[config.mk]
export PLATFORM = sky130hd
export DESIGN_NAME = lstp_seq
export DESIGN_NICKNAME = d
export VERILOG_FILES = /design/src/rtl/lstp_pkg.sv /design/src/rtl/lstp_ctrl.sv /design/src/rtl/lstp_dpath.sv /design/src/rtl/lstp_seq.sv
export SDC_FILE = /design/constraint.sdc
export NUM_CORES = 1
export LEC_CHECK = 0
export ABC_AREA = 1
export BUFFER_PORTS_ARGS = -buffer_cell sky130_fd_sc_hd__buf_2
export CAP_MARGIN = 20
export CORE_MARGIN = 1.5
export CORE_UTILIZATION = 43
export CTS_BUF_LIST = sky130_fd_sc_hd__clkbuf_8
export DETAILED_ROUTE_END_ITERATION = 10
export GPL_TIMING_DRIVEN = 0
export HOLD_SLACK_MARGIN = 0.03
export PLACE_DENSITY = 0.69
export SYNTH_ARGS = -nofsm -noshare
export SYNTH_HDL_FRONTEND = slang
export SYNTH_SLANG_ARGS = --single-unit
[constraint.sdc]
create_clock -name clk -period 1.93 [get_ports clk]
set_input_delay 0.0965 -clock clk [delete_from_list [all_inputs] [get_ports clk]]
set_output_delay 0.0965 -clock clk [all_outputs]
set_load 0.05 [all_outputs]
[src/rtl/lstp_pkg.sv]
`timescale 1ns/1ps
package lstp_pkg;
  localparam int SET_LEN = 8;
  localparam int IDX_W = $clog2(SET_LEN);
  localparam int CNT_W = 12;
  localparam int CFG_W = 20;

  typedef enum logic [2:0] {
    K_IDLE  = 3'd0,
    K_TRAIN = 3'd1,
    K_DATA  = 3'd2,
    K_SKIP  = 3'd3,
    K_EIDLE = 3'd4
  } kind_e;

  typedef struct packed {
    logic             forceEntry;
    logic [1:0]       laneMod;
    logic             noStopOnErr;
    logic             loopForever;
    logic [2:0]       skipGap;
    logic [CNT_W-1:0] loopLimit;
  } cfg_t;

  typedef struct packed {
    kind_e            kind;
    logic [IDX_W-1:0] symIdx;
    logic [CNT_W-1:0] setIdx;
    logic             capErr;
    logic             isIdle;
  } ctl_s_t;
endpackage

[src/rtl/lstp_ctrl.sv]
`timescale 1ns/1ps
module lstp_ctrl
  import lstp_pkg::*;
#(
  parameter int TRAIN_LEN = 4
) (
  input  logic   clk,
  input  logic   rstN,
  input  logic   start,
  input  logic   stop,
  input  logic   errIn,
  input  cfg_t   cfg,
  output ctl_s_t strobe,
  output logic   busy,
  output logic   done
);
  localparam int TW = (TRAIN_LEN > 1) ? $clog2(TRAIN_LEN) : 1;
  localparam logic [TW-1:0] TRAIN_LAST = TW'(TRAIN_LEN - 1);
  localparam logic [IDX_W-1:0] SYM_LAST = IDX_W'(SET_LEN - 1);

  kind_e            state;
  logic [IDX_W-1:0] symIdx;
  logic [CNT_W-1:0] setCnt;
  logic [2:0]       skipCnt;
  logic [TW-1:0]    trainCnt;
  logic             stopReq;

  logic             live, errAcc, errStop, setEnd, lastSet, skipDue;
  logic [CNT_W-1:0] nextSetCnt;

  always_comb begin
    live       = (state == K_DATA) || (state == K_SKIP);
    errAcc     = errIn && live;
    errStop    = errAcc && !cfg.noStopOnErr;
    setEnd     = (state == K_DATA) && (symIdx == SYM_LAST);
    nextSetCnt = setCnt + 1'b1;
    lastSet    = stopReq || stop ||
                 (!cfg.loopForever && (nextSetCnt == cfg.loopLimit));
    skipDue    = (cfg.skipGap != 3'd0) &&
                 (({1'b0, skipCnt} + 4'd1) == {1'b0, cfg.skipGap});
  end

  always_ff @(posedge clk) begin
    if (!rstN) begin
      state    <= K_IDLE;
      symIdx   <= '0;
      setCnt   <= '0;
      skipCnt  <= '0;
      trainCnt <= '0;
      stopReq  <= 1'b0;
    end else begin
      if (state == K_IDLE) stopReq <= 1'b0;
      else if (stop)       stopReq <= 1'b1;

      unique case (state)
        K_IDLE: if (start) begin
          symIdx   <= '0;
          setCnt   <= '0;
          skipCnt  <= '0;
          trainCnt <= '0;
          if (cfg.loopLimit == '0 && !cfg.loopForever) state <= K_EIDLE;
          else if (cfg.forceEntry)                     state <= K_DATA;
          else                                         state <= K_TRAIN;
        end
        K_TRAIN: begin
          if (trainCnt == TRAIN_LAST) state <= K_DATA;
          else trainCnt <= trainCnt + 1'b1;
        end
        K_DATA: begin
          if (errStop) state <= K_EIDLE;
          else begin
            symIdx <= symIdx + 1'b1;
            if (setEnd) begin
              setCnt <= nextSetCnt;
              if (lastSet) state <= K_EIDLE;
              else if (skipDue) begin
                state   <= K_SKIP;
                skipCnt <= '0;
              end else skipCnt <= skipCnt + 1'b1;
            end
          end
        end
        K_SKIP:  state <= errStop ? K_EIDLE : K_DATA;
        K_EIDLE: state <= K_IDLE;
        default: state <= K_IDLE;
      endcase
    end
  end

  always_comb begin
    strobe.kind   = state;
    strobe.symIdx = symIdx;
    strobe.setIdx = setCnt;
    strobe.capErr = errAcc;
    strobe.isIdle = (state == K_IDLE);
    busy          = (state != K_IDLE);
    done          = (state == K_EIDLE);
  end

  // data symbol times step through the set without gaps
  a_r2_sym_step: assert property (@(posedge clk) disable iff (!rstN)
    (state == K_DATA && symIdx != SYM_LAST && !errIn)
    |=> (state == K_DATA && symIdx == $past(symIdx) + 1'b1));

  // electrical idle lasts one symbol time
  a_r2_eidle_once: assert property (@(posedge clk) disable iff (!rstN)
    (state == K_EIDLE) |=> (state == K_IDLE));

  // a skip is followed by the start of a fresh set
  a_r5_skip_resume: assert property (@(posedge clk) disable iff (!rstN)
    (state == K_SKIP && !errStop) |=> (state == K_DATA && symIdx == '0));

  // an error with stopping enabled ends the run
  a_r7_err_halt: assert property (@(posedge clk) disable iff (!rstN)
    (errIn && live && !cfg.noStopOnErr) |=> (state == K_EIDLE));

  // a start while busy does not restart counting
  a_r9_start_busy: assert property (@(posedge clk) disable iff (!rstN)
    (start && state == K_DATA && symIdx != SYM_LAST && !errIn)
    |=> (setCnt == $past(setCnt)));
endmodule

[src/rtl/lstp_dpath.sv]
`timescale 1ns/1ps
module lstp_dpath
  import lstp_pkg::*;
#(
  parameter int LANES = 8,
  parameter int SYM_W = 8,
  parameter logic [SYM_W-1:0] TRAIN_SYM = 'h4A,
  parameter logic [SYM_W-1:0] SKIP_SYM  = 'h1C,
  parameter logic [SYM_W-1:0] EIDLE_SYM = 'h7C,
  parameter logic [SYM_W-1:0] DELAY_SYM = 'hF7
) (
  input  logic                   clk,
  input  logic                   rstN,
  input  ctl_s_t                 strobe,
  input  logic                   cfgWe,
  input  logic [CFG_W-1:0]       cfgWrData,
  input  logic                   patWe,
  input  logic [IDX_W-1:0]       patAddr,
  input  logic [SYM_W-1:0]       patData,
  input  logic [LANES-1:0]       errLanesIn,
  input  logic                   errClr,
  output cfg_t                   cfgQ,
  output logic [2:0]             txKind,
  output logic [LANES*SYM_W-1:0] txLanes,
  output logic [LANES-1:0]       delayMask,
  output logic                   errValid,
  output logic [CNT_W-1:0]       errSet,
  output logic [LANES-1:0]       errLanes
);
  logic [SYM_W-1:0] patMem [SET_LEN];
  logic [SYM_W-1:0] baseSym;

  always_ff @(posedge clk) begin
    if (!rstN) begin
      cfgQ <= '0;
      for (int i = 0; i < SET_LEN; i++) patMem[i] <= '0;
    end else if (strobe.isIdle) begin
      if (cfgWe) cfgQ <= cfg_t'(cfgWrData);
      if (patWe) patMem[patAddr] <= patData;
    end
  end

  always_ff @(posedge clk) begin
    if (!rstN) begin
      errValid <= 1'b0;
      errSet   <= '0;
      errLanes <= '0;
    end else if (strobe.capErr) begin
      errValid <= 1'b1;
      errSet   <= strobe.setIdx;
      errLanes <= errLanesIn;
    end else if (errClr) begin
      errValid <= 1'b0;
    end
  end

  always_comb begin
    unique case (strobe.kind)
      K_TRAIN: baseSym = TRAIN_SYM;
      K_DATA:  baseSym = patMem[strobe.symIdx];
      K_SKIP:  baseSym = SKIP_SYM;
      K_EIDLE: baseSym = EIDLE_SYM;
      default: baseSym = '0;
    endcase
    txKind = strobe.kind;
  end

  for (genvar l = 0; l < LANES; l++) begin : g_lane
    localparam bit HIT4 = (l % 4) == 0;
    localparam bit HIT8 = (l % 8) == 0;
    logic inGroup;
    assign inGroup = (cfgQ.laneMod == 2'b01 && HIT4) ||
                     (cfgQ.laneMod == 2'b10 && HIT8);
    assign delayMask[l] = (strobe.kind == K_DATA) && (strobe.symIdx == '0) && inGroup;
    assign txLanes[l*SYM_W +: SYM_W] = delayMask[l] ? DELAY_SYM : baseSym;
  end

  // control word is frozen while a run is in progress
  a_r9_cfg_frozen: assert property (@(posedge clk) disable iff (!rstN)
    !strobe.isIdle |=> $stable(cfgQ));

  // no more lanes marked than the densest group allows
  a_r6_mask_bound: assert property (@(posedge clk) disable iff (!rstN)
    $countones(delayMask) <= (LANES + 3) / 4);

  // status becomes valid only because of an accepted error
  a_r8_valid_cause: assert property (@(posedge clk) disable iff (!rstN)
    $rose(errValid) |-> $past(strobe.capErr));
endmodule

[src/rtl/lstp_seq.sv]
`timescale 1ns/1ps
module lstp_seq
  import lstp_pkg::*;
#(
  parameter int LANES     = 8,
  parameter int SYM_W     = 8,
  parameter int TRAIN_LEN = 4,
  parameter logic [SYM_W-1:0] DELAY_SYM = 'hF7
) (
  input  logic                   clk,
  input  logic                   rstN,
  input  logic                   cfgWe,
  input  logic [CFG_W-1:0]       cfgWrData,
  input  logic                   patWe,
  input  logic [IDX_W-1:0]       patAddr,
  input  logic [SYM_W-1:0]       patData,
  input  logic                   start,
  input  logic                   stop,
  input  logic                   errIn,
  input  logic [LANES-1:0]       errLaneMask,
  input  logic                   errClr,
  output logic [2:0]             txKind,
  output logic [LANES*SYM_W-1:0] txLanes,
  output logic [LANES-1:0]       delayMask,
  output logic                   busy,
  output logic                   done,
  output logic                   errValid,
  output logic [CNT_W-1:0]       errSet,
  output logic [LANES-1:0]       errLanes
);
  ctl_s_t strobe;
  cfg_t   cfgQ;

  lstp_ctrl #(.TRAIN_LEN(TRAIN_LEN)) ctrl_i (
    .clk(clk), .rstN(rstN), .start(start), .stop(stop), .errIn(errIn),
    .cfg(cfgQ), .strobe(strobe), .busy(busy), .done(done)
  );

  lstp_dpath #(.LANES(LANES), .SYM_W(SYM_W), .DELAY_SYM(DELAY_SYM)) dpath_i (
    .clk(clk), .rstN(rstN), .strobe(strobe), .cfgWe(cfgWe),
    .cfgWrData(cfgWrData), .patWe(patWe), .patAddr(patAddr),
    .patData(patData), .errLanesIn(errLaneMask), .errClr(errClr),
    .cfgQ(cfgQ), .txKind(txKind), .txLanes(txLanes), .delayMask(delayMask),
    .errValid(errValid), .errSet(errSet), .errLanes(errLanes)
  );
endmodule

==> results of run 1 <==
## registers in the layout, summed over array words and instances, names as in the netlist, 2 cells and up, named ones only
| signal | count |
|---|---|
| dpath_i.patMem | 64 |
| dpath_i.cfgQ | 20 |
| ctrl_i.setCnt | 12 |
| dpath_i.errSet | 12 |
| dpath_i.errLanes | 8 |
| ctrl_i.skipCnt | 3 |
| ctrl_i.state | 3 |
| ctrl_i.symIdx | 3 |
| ctrl_i.trainCnt | 2 |
## cell usage in the layout (no fill, tap or decap), types with 9 or more instances in the layout
master and n:
nand3_2 9, nor2_4 17, nand2_1 95, buf_8 15, dfxtp_1 56, dlygate4sd3_1 33
nor2_1 104, nand2_4 15, a21oi_1 62, buf_4 61, clkbuf_1 10, o21ai_0 60
buf_2 72, edfxtp_1 64, inv_2 14, nand2_2 27, clkbuf_8 21, nand3_1 30
o221ai_1 9, inv_1 80, nor2_2 14, buf_6 71
## path summary, 6_finish.rpt
path / start / end / slack [ns] / cells after the start
max: flip-flop / txLanes[17] / -0.39 / 8
min: rstN / flip-flop / 0.09 / 3
max reg2reg: ctrl_i.setCnt[0] / ctrl_i.state[1] / -0.08 / 14
min reg2reg: dpath_i.errSet[3] / dpath_i.errSet[3] / 0.44 / 2
## stage by stage
step	instances	area, sq um
floorplan	827	6680
global placement	1153	7600
detailed placement	1153	7600
CTS	1234	9160
global route	1245	9690
finish	1245	9690
## cell families after synthesis
family	synth area share, %
AOI/OAI and AO/OA	14.3
xor gates and xnor gates	0.132
adders and majority gates	1.32
buffers and inverters	12.8
DFF	49.6
other	0.0567
and+or+nand+nor	21.8
## per-layer routing
metal | share of wire, % | global-route usage (%)
met2 | 52 | 42.9
met3 | 4.8 | 4.94
met4 | 3.4 | 9.63
met5 | 0 | 0
met1 | 39 | 28.4
## final cells by class
class                   instances  share of cell area (%)
inverters                      98                    3.95
multi-input cells             520                    31.3
clock buffers                  17                    2.42
repair buffers                198                    17.6
plain buffers                  77                    6.73
well taps                     188                    2.43
flip-flops and latches        132                    34.2
clock inverters                15                    1.46
## report_power, final
part / total, mW / switching (mW) / leakage (nW) / internal, mW
Combinational: 10.2 / 6.37 / 2.92 / 3.81
Clock: 2.25 / 1.12 / 0.188 / 1.13
Sequential: 3.58 / 0.260 / 1.23 / 3.32
Total: 16.0 / 7.75 / 4.33 / 8.25
## worst max-delay path: stages, from the launching register on
cell and delay (ns):
dfxtp_4 0.42, inv_6 0.07, clkbuf_16 0.18, o21ai_0 0.23
o221ai_1 0.17, o211ai_1 0.14, nand2_2 0.20, buf_4 0.19
buf_4 0.18
## what timing repair did
action | in CTS | in global routing
resized for setup | 244 | 138
setup endpoints to repair | 215 | 154
hold buffers | 33 | 0
hold endpoints to repair | 30 | 0
cloned | 2 | 0
buffers inserted | 14 | 11
pin swaps | 32 | 37
==> impl_metrics.ini, run 1 <==
[critical_path]
arrival_ns = 2.23
path_class = reg2out
cp.required_ns = 1.83
startpoint_type = flip-flop
cp-end-kind = output port
worstPathMaxFanout = 10

[run_status]
failed_checks = negative setup slack
status = complete, but fails checks

[route]
ant_nets = 0
drt-pass1-iter-count = 5
drtIter0Drc = 452
vias = 6460
wire_per_inst_um = 16.5
route.detailed.drc = 0
routed_wirelength_um = 20600
viasPerCell = 5.19

[final_layout]
fillers = 1198
utilization_pct = 64.2
multi_input_area_sq_um = 3030
nets = 1098
area_growth_pct = 46.5
antennaDiodeCount = 0
final-seq-area_sq_um = 3310
final_layout_size_suffix_gt1_share_pct = 38.0

[placed_design]
gp_congestion = 0.922
io_buffers = 138
pre_cts_ws_ns = -0.624
hpwl_um = 12600

[synthesis]
synthFlopType = dfxtp_1
yosys.cell_count.top_type = nand2_1
ys_types = 39
synth_top_area_share_pct = 29.1
synth_edf_count = 64
yosysSeqAreaShare_pct = 49.6
post-synth-top-area-cell = edfxtp_1
synth_area_leaders = edfxtp_1 (29%), dfxtp_1 (21%), nand2_1 (7.5%)
syn_inst = 822
syn_area_per_cell_sq_um = 8.05
yosys-top-cells-count = nand2_1 (132), nor2_1 (129), inv_1 (93), o21ai_0 (75), dfxtp_1 (68)
syn_area_sq_um = 6610
async_flop_share_pct = 0
ys_ff_latch = 132
synth-warning-count = 0

[power_and_ir_drop]
power_density_nw_per_um2 = 1650
p_leak_nw = 4.33
max-vdd-ir-drop_mv = 1.22
power.total_mw = 16.0

[floorplanning]
pin_count = 145
num_rows = 45
die_x_um = 127
initial_utilization_pct = 43.8
dieArea_sq_um = 16100
fp.coreArea_sq_um = 15100
die_h_um = 127

[job]
drv_cap = 0

[grt]
antenna_found_initial = 0
grt_overflow = 0
grt_use_total_pct = 24.1
grt_pass1_wl_um = 29800
first_global_vias = 5879
grt_max_degree = 17

[clock_tree]
cts_tree = built
worstSkewPairLatency_ns = 0.45
htreeDepth = 4
cts_sinks = 132
cts_max_path_buffers = 2
clkTransAtPathRegs_ns = 0.07
cts-root-buf = clkbuf_8
cts_buffers = 17

[timing]
tightest_slew_ns = 1.15
rsz0062_at_grt = true
fmax_mhz = 430
tns_ns = -15.67
fin_ws_ns = -0.394
setup_violations = 68
finalClockSkew_ns = 0.0110
relSlewSlack_pct = 23.1
maxSlewViolCount = 0
period_minus_slack_ns = 2.32
holdWs_ns = 0.0877
finalCritPeriodShare_pct = 120
hold_violations = 0

[hold_path]
hold_path_class = in2reg
No activity file was read; power rests on OpenSTA's default activity.
==> inputs of run 2 (changes only) <==
--- a/config.mk
+++ b/config.mk
@@ -8,13 +8,16 @@
 export ABC_AREA = 1
 export BUFFER_PORTS_ARGS = -buffer_cell sky130_fd_sc_hd__buf_2
 export CAP_MARGIN = 20
+export CELL_PAD_IN_SITES_DETAIL_PLACEMENT = 0
+export CELL_PAD_IN_SITES_GLOBAL_PLACEMENT = 1
 export CORE_MARGIN = 1.5
-export CORE_UTILIZATION = 43
+export CORE_UTILIZATION = 37
 export CTS_BUF_LIST = sky130_fd_sc_hd__clkbuf_8
 export DETAILED_ROUTE_END_ITERATION = 10
 export GPL_TIMING_DRIVEN = 0
 export HOLD_SLACK_MARGIN = 0.03
-export PLACE_DENSITY = 0.69
+export PLACE_DENSITY = 0.79
+export RECOVER_POWER = 100
 export SYNTH_ARGS = -nofsm -noshare
 export SYNTH_HDL_FRONTEND = slang
 export SYNTH_SLANG_ARGS = --single-unit
==> run 2 against run 1 <==
Against the previous run: the run still ends with negative setup slack left; total power is 0.35% lower; count of clock-buffer cells in the layout stayed put; global-route usage is 1.7 points lower; highest routed layer unchanged; die area is 16% higher; sequential cell count stayed put; critical endpoint is now txLanes[42]; maximum frequency is 2.5% higher; register-to-register slack worse by 0.21 ns; clock power is 4% higher; hold slack worse by 0.019 ns; critical path depth stayed put; combinational power hardly changed.
==> impl_metrics.ini, run 2 (synthesis results as in run 1) <==
[final_layout]
final_layout_size_suffix_gt1_share_pct = 35.4
largest_reg_flops = 64
nets = 1104
fillers = 1563
final_cell_area_sq_um = 9780
regMostFlops = dpath_i.patMem
antennaDiodeCount = 0
layout_common_cells = nor2_1 (108), nand2_1 (95), inv_1 (81), edfxtp_1 (64), buf_4 (63)
final-seq-area_sq_um = 3310
area_growth_pct = 47.9
fin_cells = 1288
reg.largest.list = dpath_i.patMem: 64 flops, dpath_i.cfgQ: 20 flops
final_common_cell = nor2_1
multi_input_area_sq_um = 2990

[critical_path]
path_class = reg2out
worstPathMaxFanout = 8
crit_slowest_cell = dfxtp_4
cp.buffers_inverters = 4
cp.required_ns = 1.83
r2r_end = dpath_i.patMem[1][5]
crit_family = compound AO/OA/AOI/OAI gates
cp_cell_sequence = inv_6 -> buf_8 -> o21ai_1 -> o22ai_2 -> o211ai_1 -> nand2_2 -> buf_4 -> buf_4
r2r-start = ctrl_i.state[1]
cp-end-kind = output port
startpoint_type = flip-flop
arrival_ns = 2.17
ff2ff_setup_slack_ns = -0.29
critPathMaxStageDelay_ns = 0.41
r2r_cells = 9
cpMostUsedCell = buf_4

[floorplanning]
dieArea_sq_um = 18700
fp.coreArea_sq_um = 17400
initial_utilization_pct = 38.1
die_h_um = 137
die_x_um = 137
pin_count = 145
num_rows = 48

[power_and_ir_drop]
p_leak_nw = 4.28
power_density_nw_per_um2 = 1630
max-vdd-ir-drop_mv = 1.71

[grt]
first_global_vias = 5881
grt_max_degree = 17
grt_use_total_pct = 22.4
grt_pass1_wl_um = 31400
antenna_found_initial = 0
grt_overflow = 0

[clock_tree]
htreeDepth = 4
cts_buffers = 17
cts-root-buf = clkbuf_8
cts_tree = built
cts_max_path_buffers = 2
worstSkewPairLatency_ns = 0.46
clkTransAtPathRegs_ns = 0.08
cts_sinks = 132

[timing]
setup_violations = 198
finalCritPeriodShare_pct = 118
hold_violations = 0
fmax_mhz = 441
finalClockSkew_ns = 0.0152
maxSlewViolCount = 0
relSlewSlack_pct = 4.71
period_minus_slack_ns = 2.27
rsz0062_at_grt = true
tightest_slew_ns = 1.43
fin_ws_ns = -0.338
holdWs_ns = 0.0692
tns_ns = -32.36

[job]
drv_cap = 0

[route]
top_layer_used = met4
route.detailed.drc = 0
wl_met2_um = 10200
drtIter0Drc = 445
wl_met3_um = 1490
routed_wirelength_um = 21200
drt-pass1-iter-count = 5
viasPerCell = 5.00
ant_nets = 0
wire_per_inst_um = 16.5
wl_met1_um = 9100
vias = 6434

[placed_design]
hpwl_um = 13700
gp_congestion = 0.834
dpl.cell_count = 1190
io_buffers = 138
pre_cts_ws_ns = -0.692
placed_area_sq_um = 7650

[hold_path]
hold_path_class = in2reg
holdPathEnd = dpath_i.patMem[4][7]
hold_start = patData[7]
hold_path_depth = 3

[run_status]
status = complete, but fails checks
failed_checks = negative setup slack
-- run 2: changes by cell type in the layout (fill, tap and decap cells not counted), moves of 7 or more --
| cell | delta |
|---|---|
| buf_6 | -12 |
| clkbuf_1 | +25 |
| o21ai_1 | +7 |
| buf_2 | -25 |
| buf_8 | +11 |
-- run 2: worst reg2reg max path, cell delays in order, from the launching register on --
cell and delay [ns]:
dfxtp_1 0.35, buf_6 0.13, nor2_2 0.09, inv_2 0.06, nor2_2 0.28, nand3_1 0.24, nor2_2 0.31, buf_12 0.15
nand2_4 0.11, nand2_4 0.20
-- run 2: worst max path at each step --
stage / startpoint / endpoint / slack [ns] / cells after the start
after floorplan: ctrl_i.state[1] / txLanes[35] / -0.14 / 7
after global placement: ctrl_i.state[1] / dpath_i.patMem[3][6] / -0.69 / 7
after detailed placement: ctrl_i.state[0] / dpath_i.patMem[1][2] / -0.69 / 7
after CTS: flip-flop / txLanes[29] / -0.29 / 8
after global routing: flip-flop / txLanes[42] / -0.48 / 8
final: flip-flop / txLanes[42] / -0.34 / 8
-- run 2: layout make-up --
type / instances / share of cell area [%]
flip-flops and latches: 132 / 33.8
multi-input cells: 520 / 30.6
repair buffers: 204 / 18.0
plain buffers: 77 / 6.68
inverters: 98 / 4.00
well taps: 225 / 2.88
clock buffers: 17 / 2.39
clock inverters: 15 / 1.57
-- run 2: routing by layer --
| metal | GRT usage (%) | vias up |
|---|---|---|
| met5 | 0 | - |
| met4 | 7.39 | 0 |
| met3 | 4.22 | 41 |
| met2 | 37.0 | 265 |
| met1 | 29.3 | 2996 |
| li1 | - | 3132 |
-- run 2: stage by stage --
stage          total power [mW]  utilization, %
2_1_floorplan              9.42               -
3_3_place_gp               11.0            44.1
3_5_place_dp               11.1            44.1
4_1_cts                    15.2            53.8
5_1_grt                    16.7            56.3
6_report                   16.0            56.3
-- run 2: what timing repair did --
item	CTS	global route
buffers inserted	12	19
cloned	3	1
gates resized for setup	280	112
pin swaps	24	37
hold buffers	33	1
setup endpoints to repair	221	173
endpoints found under the hold margin	30	3
-- run 2: where the power goes --
part / switching [mW] / internal [mW] / leakage, nW
Clock: 1.19 / 1.15 / 0.187
Combinational: 6.32 / 3.72 / 2.86
Sequential: 0.253 / 3.31 / 1.22
==> inputs of run 3 (changes only) <==
--- a/config.mk
+++ b/config.mk
@@ -11,12 +11,12 @@
 export CELL_PAD_IN_SITES_DETAIL_PLACEMENT = 0
 export CELL_PAD_IN_SITES_GLOBAL_PLACEMENT = 1
 export CORE_MARGIN = 1.5
-export CORE_UTILIZATION = 37
+export CORE_UTILIZATION = 36
 export CTS_BUF_LIST = sky130_fd_sc_hd__clkbuf_8
 export DETAILED_ROUTE_END_ITERATION = 10
 export GPL_TIMING_DRIVEN = 0
 export HOLD_SLACK_MARGIN = 0.03
-export PLACE_DENSITY = 0.79
+export PLACE_DENSITY = 0.77
 export RECOVER_POWER = 100
 export SYNTH_ARGS = -nofsm -noshare
 export SYNTH_HDL_FRONTEND = slang
==> run 3 against run 2 <==
Against the previous run: the run still ends with negative setup slack left; sequential power barely moved; critical path type unchanged; first-iteration DRC count down 16%; clock skew is 0.0057 ns lower; utilization fell by 2.1 points; highest routed layer unchanged; final area decreased by 0.35%.
==> impl_metrics.ini, run 3 (synthesis results as in run 1) <==
[run_status]
status = complete, but fails checks
failed_checks = negative setup slack

[grt]
grt_pass1_wl_um = 31700
grt_use_met3_pct = 4.87
grt_overflow = 0
grt_max_degree = 17
grt_use_total_pct = 21.2
first_global_vias = 5942
grt.met1_usage_pct = 28.6
antenna_found_initial = 0
busiest_layer = met2
grt_use_met2_pct = 34.4

[clock_tree]
cts_tree = built
clkTransAtPathRegs_ns = 0.09
htreeDepth = 4
cts_sinks = 132
cts_buffers = 17
worstSkewPairLatency_ns = 0.46
cts-root-buf = clkbuf_8
cts_max_path_buffers = 2

[route]
viasPerCell = 4.84
route.detailed.drc = 0
drt-pass1-iter-count = 6
routed_wirelength_um = 20600
wire_per_inst_um = 15.9
drtIter0Drc = 376
vias = 6261
ant_nets = 0

[timing]
finalClockSkew_ns = 0.00948
setup_violations = 155
fmax_mhz = 447
holdWs_ns = 0.0594
finalCritPeriodShare_pct = 116
tightest_slew_ns = 1.19
tns_ns = -17.84
maxSlewViolCount = 0
period_minus_slack_ns = 2.24
rsz0062_at_grt = true
hold_violations = 0
relSlewSlack_pct = 20.4
fin_ws_ns = -0.309

[critical_path]
critPathMaxStageDelay_ns = 0.42
path_class = reg2out
r2r_end = dpath_i.cfgQ[12]
startpoint_type = flip-flop
worstPathMaxFanout = 10
crit_family = buffers and inverters
cp.buffers_inverters = 4
cp.required_ns = 1.83
arrival_ns = 2.14
crit_slowest_cell = dfxtp_4
cp-end-kind = output port
r2r-start = ctrl_i.state[0]
cp_cell_sequence = inv_6 -> clkbuf_8 -> nor2_1 -> o22ai_1 -> o211ai_1 -> nand2_2 -> inv_2 -> nand2_1 -> buf_6
ff2ff_setup_slack_ns = -0.16
r2r_cells = 7

[floorplanning]
initial_utilization_pct = 36.8
die_x_um = 139
pin_count = 145
die_h_um = 139
fp.coreArea_sq_um = 18000
dieArea_sq_um = 19200
num_rows = 49

[final_layout]
final_common_cell = nor2_1
reg.largest.list = dpath_i.patMem: 64 flops, dpath_i.cfgQ: 20 flops
regMostFlops = dpath_i.patMem
fin_cells = 1293
layout_common_cells = nor2_1 (109), nand2_1 (90), inv_1 (82), buf_6 (73), buf_4 (72)
area_growth_pct = 47.4
final_layout_size_suffix_gt1_share_pct = 36.2
nets = 1105
largest_reg_flops = 64
antennaDiodeCount = 0

[power_and_ir_drop]
power_density_nw_per_um2 = 1610
p_sw_share_pct = 49.1
max-vdd-ir-drop_mv = 2.06
p_leak_nw = 4.25
power.share.clock_pct = 15.5
power_switching_mw = 7.68
combinationalPowerShare_pct = 61.7
intPower_mw = 7.96
p_seq_share_pct = 22.8

[placed_design]
hpwl_um = 13600
io_buffers = 138
pre_cts_ws_ns = -0.810
dpl.cell_count = 1194
gp_congestion = 0.866

[hold_path]
hold_path_class = in2reg
holdPathEnd = dpath_i.patMem[4][0]
hold_path_depth = 3
hold_start = patData[0]

[job]
drv_cap = 0
run 3: cell type report:
cell class / count / area [sq um]
Fill cell: 1678 / 8220
Sequential cell: 132 / 3320
Multi-Input combinational cell: 520 / 3020
Timing Repair Buffer: 205 / 1660
Buffer: 77 / 663
Inverter: 98 / 394
Tap cell: 229 / 287
Clock buffer: 17 / 234
Clock inverter: 15 / 170
run 3: tightest hold or removal path: stages:
cell and delay (ns):
buf_2 0.07, inv_1 0.12, nor2_1 0.13
run 3: repair_timing:
action	in CTS	in global routing
resized for setup	252	120
cloned	2	0
hold buffers	31	1
pin swaps	28	41
buffers inserted	16	18
endpoints found under the setup margin	224	167
endpoints found under the hold margin	29	1
run 3: metal layers:
metal	part of all wire, %	up-vias
li1	-	3128
met1	44	2894
met2	48	213
met3	7.1	26
met5	0	-
met4	1.1	0
run 3: per-stage QoR:
| step | util [%] | instance area, sq um | total power, mW |
|---|---|---|---|
| finish | 54.3 | 9750 | 15.6 |
| detailed placement | 42.6 | 7650 | 11.1 |
| global placement | 42.6 | 7650 | 11.0 |
| floorplan | - | 6680 | 9.42 |
| CTS | 51.6 | 9270 | 15.0 |
| global route | 54.3 | 9750 | 16.4 |
run 3: how the worst max path moves through the flow:
| stage | startpoint | to | slack, ns | cells past startpoint |
|---|---|---|---|---|
| 3_5_place_dp | ctrl_i.state[1] | dpath_i.patMem[3][2] | -0.81 | 7 |
| 6_report | flip-flop | txLanes[5] | -0.31 | 9 |
| 2_1_floorplan | ctrl_i.state[1] | txLanes[35] | -0.14 | 7 |
| 4_1_cts | flip-flop | txLanes[6] | -0.27 | 9 |
| 3_3_place_gp | ctrl_i.state[0] | dpath_i.patMem[3][2] | -0.76 | 7 |
| 5_1_grt | flip-flop | txLanes[6] | -0.39 | 9 |
run 3: power by group through the flow:
| stage | sequential [mW] | combinational [mW] | clock (mW) |
|---|---|---|---|
| 2_1_floorplan | 3.78 | 5.63 | 0 |
| 3_3_place_gp | 3.59 | 7.44 | 0 |
| 3_5_place_dp | 3.59 | 7.47 | 0 |
| 4_1_cts | 3.56 | 8.96 | 2.44 |
| 5_1_grt | 3.62 | 10.2 | 2.57 |
| 6_report | 3.57 | 9.66 | 2.42 |
